### src/rtl/cal_pkg.sv
package cal_pkg;
  localparam int unsigned WORD_W = 32;

  localparam logic [WORD_W-1:0] TIME_MASK  = 32'h001F_3F3F;
  localparam logic [WORD_W-1:0] DATE_MASK  = 32'h007F_0F1F;
  localparam logic [WORD_W-1:0] DATE_RESET = 32'h0000_0101;

  typedef struct packed {
    logic [4:0] hour;
    logic [5:0] min;
    logic [5:0] sec;
  } time_t;

  typedef struct packed {
    logic       leap;
    logic [5:0] year;
    logic [3:0] mon;
    logic [4:0] day;
  } date_t;

  function automatic time_t unpack_time(logic [WORD_W-1:0] w);
    unpack_time.hour = w[20:16];
    unpack_time.min  = w[13:8];
    unpack_time.sec  = w[5:0];
  endfunction

  function automatic logic [WORD_W-1:0] pack_time(time_t t);
    pack_time = {11'd0, t.hour, 2'd0, t.min, 2'd0, t.sec};
  endfunction

  function automatic date_t unpack_date(logic [WORD_W-1:0] w);
    unpack_date.leap = w[22];
    unpack_date.year = w[21:16];
    unpack_date.mon  = w[11:8];
    unpack_date.day  = w[4:0];
  endfunction

  function automatic logic [WORD_W-1:0] pack_date(date_t d);
    pack_date = {9'd0, d.leap, d.year, 4'd0, d.mon, 3'd0, d.day};
  endfunction

  function automatic logic [4:0] month_len(logic [3:0] mon, logic leap);
    case (mon)
      4'd4, 4'd6, 4'd9, 4'd11: month_len = 5'd30;
      4'd2:                    month_len = leap ? 5'd29 : 5'd28;
      default:                 month_len = 5'd31;
    endcase
  endfunction
endpackage

### src/rtl/cal_time_step.sv
module cal_time_step
  import cal_pkg::*;
(
  input  logic [WORD_W-1:0] cur_i,
  output logic [WORD_W-1:0] nxt_o,
  output logic              day_carry_o
);
  time_t c, n;
  logic  sec_wrap, min_wrap;

  always_comb begin
    c        = unpack_time(cur_i);
    n        = c;
    sec_wrap = (c.sec >= 6'd59);
    min_wrap = sec_wrap && (c.min >= 6'd59);
    day_carry_o = min_wrap && (c.hour >= 5'd23);
    n.sec = sec_wrap ? 6'd0 : c.sec + 6'd1;
    if (sec_wrap) n.min  = (c.min >= 6'd59) ? 6'd0 : c.min + 6'd1;
    if (min_wrap) n.hour = (c.hour >= 5'd23) ? 5'd0 : c.hour + 5'd1;
    nxt_o = pack_time(n);
  end
endmodule

### src/rtl/cal_date_step.sv
module cal_date_step
  import cal_pkg::*;
#(
  parameter int unsigned YEAR_BASE = 1970
) (
  input  logic [WORD_W-1:0] cur_i,
  output logic [WORD_W-1:0] nxt_o
);
  localparam logic [1:0] BASE_MOD = 2'(YEAR_BASE % 4);

  date_t c, n;
  logic  [5:0] ny;

  always_comb begin
    c  = unpack_date(cur_i);
    n  = c;
    ny = c.year + 6'd1;
    if (c.day >= month_len(c.mon, c.leap)) begin
      n.day = 5'd1;
      if (c.mon >= 4'd12) begin
        n.mon  = 4'd1;
        n.year = ny;
        n.leap = ((ny[1:0] + BASE_MOD) == 2'd0);
      end else begin
        n.mon = c.mon + 4'd1;
      end
    end else begin
      n.day = c.day + 5'd1;
    end
    nxt_o = pack_date(n);
  end
endmodule

### src/rtl/cal_commit_slot.sv
module cal_commit_slot #(
  parameter int unsigned W            = 32,
  parameter int unsigned COMMIT_TICKS = 2
) (
  input  logic         clk_i,
  input  logic         rst_ni,
  input  logic         tick_i,
  input  logic         wr_i,
  input  logic [W-1:0] data_i,
  output logic         busy_o,
  output logic         commit_o,
  output logic [W-1:0] value_o
);
  localparam int unsigned CNT_W = $clog2(COMMIT_TICKS + 1);
  localparam logic [CNT_W-1:0] LAST = CNT_W'(COMMIT_TICKS - 1);

  logic             busy_q;
  logic [CNT_W-1:0] cnt_q;
  logic [W-1:0]     hold_q;
  logic             accept;

  assign accept   = wr_i && !busy_q;
  assign commit_o = busy_q && tick_i && (cnt_q == LAST);
  assign busy_o   = busy_q;
  assign value_o  = hold_q;

  always_ff @(posedge clk_i or negedge rst_ni) begin
    if (!rst_ni) begin
      busy_q <= 1'b0;
      cnt_q  <= '0;
      hold_q <= '0;
    end else if (accept) begin
      busy_q <= 1'b1;
      cnt_q  <= '0;
      hold_q <= data_i;
    end else if (busy_q && tick_i) begin
      if (cnt_q == LAST) begin
        busy_q <= 1'b0;
        cnt_q  <= '0;
      end else begin
        cnt_q <= cnt_q + 1'b1;
      end
    end
  end

  a_r5_set_busy: assert property (@(posedge clk_i) disable iff (!rst_ni)
    wr_i && !busy_q |=> busy_q);
  a_r5_hold_busy: assert property (@(posedge clk_i) disable iff (!rst_ni)
    busy_q && !tick_i |=> busy_q);
  a_r6_drop_write: assert property (@(posedge clk_i) disable iff (!rst_ni)
    busy_q && wr_i |=> $stable(hold_q));
  a_r7_clear_on_tick: assert property (@(posedge clk_i) disable iff (!rst_ni)
    $fell(busy_q) |-> $past(tick_i));
endmodule

### src/rtl/cal_regs.sv
module cal_regs
  import cal_pkg::*;
#(
  parameter int unsigned COMMIT_TICKS = 2,
  parameter int unsigned YEAR_BASE    = 1970
) (
  input  logic        clk_i,
  input  logic        rst_ni,
  input  logic        tick_i,
  input  logic        wr_en_i,
  input  logic        wr_sel_i,
  input  logic [31:0] wr_data_i,
  output logic [31:0] time_o,
  output logic [31:0] date_o,
  output logic [1:0]  busy_o
);
  logic [WORD_W-1:0] time_q, date_q;
  logic [WORD_W-1:0] time_nxt, date_nxt;
  logic              day_carry;

  logic [WORD_W-1:0] t_val, d_val;
  logic              t_commit, d_commit, t_busy, d_busy;

  cal_time_step u_time_step (
    .cur_i       (time_q),
    .nxt_o       (time_nxt),
    .day_carry_o (day_carry)
  );

  cal_date_step #(.YEAR_BASE(YEAR_BASE)) u_date_step (
    .cur_i (date_q),
    .nxt_o (date_nxt)
  );

  cal_commit_slot #(.W(WORD_W), .COMMIT_TICKS(COMMIT_TICKS)) u_time_slot (
    .clk_i    (clk_i),
    .rst_ni   (rst_ni),
    .tick_i   (tick_i),
    .wr_i     (wr_en_i && !wr_sel_i),
    .data_i   (wr_data_i & TIME_MASK),
    .busy_o   (t_busy),
    .commit_o (t_commit),
    .value_o  (t_val)
  );

  cal_commit_slot #(.W(WORD_W), .COMMIT_TICKS(COMMIT_TICKS)) u_date_slot (
    .clk_i    (clk_i),
    .rst_ni   (rst_ni),
    .tick_i   (tick_i),
    .wr_i     (wr_en_i && wr_sel_i),
    .data_i   (wr_data_i & DATE_MASK),
    .busy_o   (d_busy),
    .commit_o (d_commit),
    .value_o  (d_val)
  );

  always_ff @(posedge clk_i or negedge rst_ni) begin
    if (!rst_ni) begin
      time_q <= '0;
      date_q <= DATE_RESET;
    end else if (tick_i) begin
      time_q <= t_commit ? t_val : time_nxt;
      // the day carry comes from the stored time, even on a time commit
      if (d_commit)       date_q <= d_val;
      else if (day_carry) date_q <= date_nxt;
    end
  end

  assign time_o = time_q;
  assign date_o = date_q;
  assign busy_o = {t_busy, d_busy};

  a_r8_quiet_without_tick: assert property (@(posedge clk_i) disable iff (!rst_ni)
    !tick_i |=> $stable(time_q) && $stable(date_q));
  a_r2_sec_wrap: assert property (@(posedge clk_i) disable iff (!rst_ni)
    tick_i && !t_commit && time_q[5:0] == 6'd59 |=> time_q[5:0] == 6'd0);
  a_r3_date_hold: assert property (@(posedge clk_i) disable iff (!rst_ni)
    tick_i && !d_commit && time_q[20:16] != 5'd23 |=> $stable(date_q));
  a_r7_commit_loads: assert property (@(posedge clk_i) disable iff (!rst_ni)
    tick_i && t_commit |=> time_q == $past(t_val) && !busy_o[1]);
endmodule

### config.mk
export PLATFORM = sky130hd
export DESIGN_NAME = cal_regs
export DESIGN_NICKNAME = d
export VERILOG_FILES = /design/src/rtl/cal_pkg.sv /design/src/rtl/cal_time_step.sv /design/src/rtl/cal_date_step.sv /design/src/rtl/cal_commit_slot.sv /design/src/rtl/cal_regs.sv
export SDC_FILE = /design/constraint.sdc
export NUM_CORES = 1
export LEC_CHECK = 0
export ABC_AREA = 1
export BUFFER_PORTS_ARGS = -buffer_cell sky130_fd_sc_hd__buf_2
export CORE_ASPECT_RATIO = 1.5
export CORE_UTILIZATION = 57
export DETAILED_ROUTE_END_ITERATION = 12
export GPL_ROUTABILITY_DRIVEN = 1
export HOLD_SLACK_MARGIN = 0.06
export PLACE_DENSITY_LB_ADDON = 0.25
export SKIP_CTS_REPAIR_TIMING = 1
export SYNTH_ARGS = -nofsm -noshare
export SYNTH_HDL_FRONTEND = slang
export SYNTH_SLANG_ARGS = --single-unit
export TNS_END_PERCENT = 1
### constraint.sdc
create_clock -name clk_i -period 3.4 [get_ports clk_i]
set_input_delay 0.51 -clock clk_i [delete_from_list [all_inputs] [get_ports clk_i]]
set_output_delay 0.51 -clock clk_i [all_outputs]
set_load 0.05 [all_outputs]
==> results.json <==
{
  "result_of_the_run": "complete, no violations",
  "die_outline_area_mm2": 0.00735,
  "instances_no_fill": 632,
  "cts_tree": "yes",
  "synthArstFlopShare_pct": 100,
  "final_non_filler_cell_area_mm2": 0.00436,
  "setup-violations-final": 0,
  "setup_ws_ns": 0.897,
  "timing.setup.tns_ns": 0,
  "synth_ff_type": "dfrtp_1",
  "antenna_left": 0,
  "dr_total_vias": 3202,
  "ios": 103,
  "post-place-cells": 616,
  "drv_cap": 0,
  "antenna_cells_inserted": 0,
  "holdCritPathClass": "in -> async",
  "p_per_area_mw_per_mm2": 959,
  "period_share_pct": 73.6,
  "first_global_vias": 2965,
  "ctsHtreeMaxLevel": 3,
  "synth_edf_count": 0,
  "crit_path_max_fanout": 8,
  "achievable-frequency_ghz": 0.400,
  "hpwl_um": 5490,
  "drt_pre_antenna_iters": 4,
  "layout_cells_sized_above_1_pct": 19.5,
  "netlist_instances": 494,
  "path_class": "reg -> reg",
  "overflow": 0,
  "fin_nets": 598,
  "final-hold-violation-count": 0,
  "ys_types": 39,
  "floorplan.initialDensity_pct": 58.7,
  "drc_errors": 0,
  "max-vdd-ir-drop_v": 0.000569,
  "placed_area_mm2": 0.00418,
  "total_power_mw": 4.18,
  "worst_clock_skew_ns": 0.00864,
  "finalMaxSlewViolations": 0,
  "synth_area_mm2": 0.00399,
  "clk_latency_ns": 0.34,
  "layout-area-overhead-vs-synth_pct": 9.21,
  "worst_setup_hold_path_clk_slew_ns": 0.08,
  "worstMarginPinSlew_ns": 0.892,
  "static-leakage-power_nw": 2.38,
  "synth_seq_cells": 72,
  "via_per_inst": 5.07,
  "route.final.wire_length_um": 7600,
  "globalplace.congestion": 0.793,
  "cts_root_buffer": "clkbuf_8",
  "grt_max_degree": 73,
  "worst_setup_path_end_kind": "flip-flop",
  "pre_cts_ws_ns": 0.895,
  "ys_warn_count": 0,
  "finalCriticalPeriod_ns": 2.50,
  "numPortBuffers": 58,
  "initialDrtViolationCount": 253,
  "ys_seq_area_share_pct": 45.2,
  "startpoint_type_of_the_worst_setup_path": "flip-flop",
  "tritoncts.num_buffers": 9,
  "mean_post_synth_cell_area_um2": 8.08,
  "die_width_um": 70.3,
  "clockBufferDepth": 2,
  "clock_sinks": 72,
  "worst_slew_margin_rel_pct": 40.5,
  "data_required_critical_path_ns": 3.68,
  "routed_wire_length_per_instance_um": 12.0,
  "timing.critical_path.arrival_ns": 2.78,
  "global_route_wire_length_before_repair_um": 13300,
  "placementRows": 37,
  "core_area_mm2": 0.00681,
  "grt_usage_pct": 22.3,
  "die_height_um": 105,
  "antenna_violations_before_repair": 0,
  "setup_repair_after_global_routing_missed_its_margin": "false"
}
## sequential cells by signal, indices dropped and copies added (netlist names)
signal	count
time_o	17
u_time_slot.value_o	17
date_o	16
u_date_slot.value_o	16
u_date_slot.cnt_q	2
u_time_slot.cnt_q	2
u_date_slot.busy_o	1
u_time_slot.busy_o	1
## kinds of logic after synthesis
group                    count (synthesis)  share of synthesized area, %
AND/OR/NAND/NOR                        228                          25.4
buffers and inverters                   94                          12.8
AO/OA/AOI/OAI                           76                          10.2
flip-flops                              72                          45.2
adder cells (fa/ha/maj)                 12                          3.76
XOR/XNOR                                 9                          1.97
multiplexers                             2                         0.564
other                                    1                        0.0939
## final timing paths
kind,startpoint,to,slack (ns),cells after the start
max in group asynchronous,rst_ni,u_date_slot.value_o[10]$_DFFE_PN0P_,2.44,2
min in group clk_i,wr_data_i[12],u_time_slot.value_o[12]$_DFFE_PN0P_,0.36,3
max reg2reg,date_o[8]$_DFFE_PN1P_,date_o[4]$_DFFE_PN0P_,0.90,13
min reg2reg,u_time_slot.value_o[5]$_DFFE_PN0P_,u_time_slot.value_o[5]$_DFFE_PN0P_,0.48,2
min,rst_ni,u_date_slot.value_o[21]$_DFFE_PN0P_,0.36,2
max,date_o[8]$_DFFE_PN1P_,date_o[4]$_DFFE_PN0P_,0.90,13
## synth_stat cells (3+ instances only)
master | instances | share of area [%]
a31oi_1 | 9 | 1.4
buf_4 | 35 | 6.6
o21ai_0 | 52 | 6.5
xor2_1 | 6 | 1.3
nand2_2 | 5 | 0.78
nand4_1 | 3 | 0.47
clkbuf_1 | 7 | 0.66
inv_2 | 7 | 0.66
nand2_1 | 152 | 14
nand3_1 | 33 | 4.1
nand3_2 | 3 | 0.75
ha_1 | 12 | 3.8
xnor2_1 | 3 | 0.66
dfrtp_1 | 70 | 44
nand2_4 | 3 | 0.85
inv_1 | 40 | 3.8
nor2_1 | 18 | 1.7
a21oi_1 | 7 | 0.88
## per-stage QoR
stage / hold slack [ns] / util (%)
after floorplan: 0.214 / -
after global placement: 0.458 / 61.4
after detailed placement: 0.459 / 61.4
after CTS: 0.348 / 64.1
after global routing: 0.376 / 64.1
final: 0.364 / 64.1
## report_power, final
group	total (mW)	leakage [nW]	internal (mW)	switching (mW)
clock	0.620	0.0951	0.302	0.318
sequential	1.57	0.896	1.24	0.336
combinational	1.99	1.39	0.571	1.42
## layer usage
| layer | part of all wire (%) | GRT usage, % |
|---|---|---|
| met5 | 0 | 0 |
| met4 | 2.1 | 9.14 |
| met2 | 51 | 36.3 |
| met1 | 44 | 29.0 |
| met3 | 3.6 | 4.07 |
## critical path: stages, from the launching register on
cell     delay [ns]
dfstp_2        0.59
inv_1          0.08
ha_1           0.20
o21ai_0        0.14
nand2_1        0.07
a22oi_1        0.17
ha_1           0.26
o21ai_0        0.15
nand2_1        0.07
nand2_1        0.15
nand2_1        0.21
o21ai_0        0.20
nand2_1        0.08
nand2_1        0.07
## area by class of cell
type / count / area [um2]
fillers: 619 / 2440
flip-flops and latches: 72 / 1800
multi-input cells: 358 / 1790
repair buffers: 60 / 305
inverters: 48 / 183
clock buffers: 11 / 151
well taps: 78 / 97.6
clock inverters: 5 / 31.3
## placed cells by master (no fill, tap or decap), drive strengths merged, types with 4 or more instances in the layout
cell,netlist,routed
nand2,160,160
dfrtp,70,70
buf,39,60
o21ai,55,55
inv,48,48
nand3,37,37
conb,1,31
nor2,22,22
ha,12,12
clkbuf,7,11
a31oi,9,9
a21oi,7,7
xor2,6,6
clkinv,0,4
(Power assumes the default switching activity.)
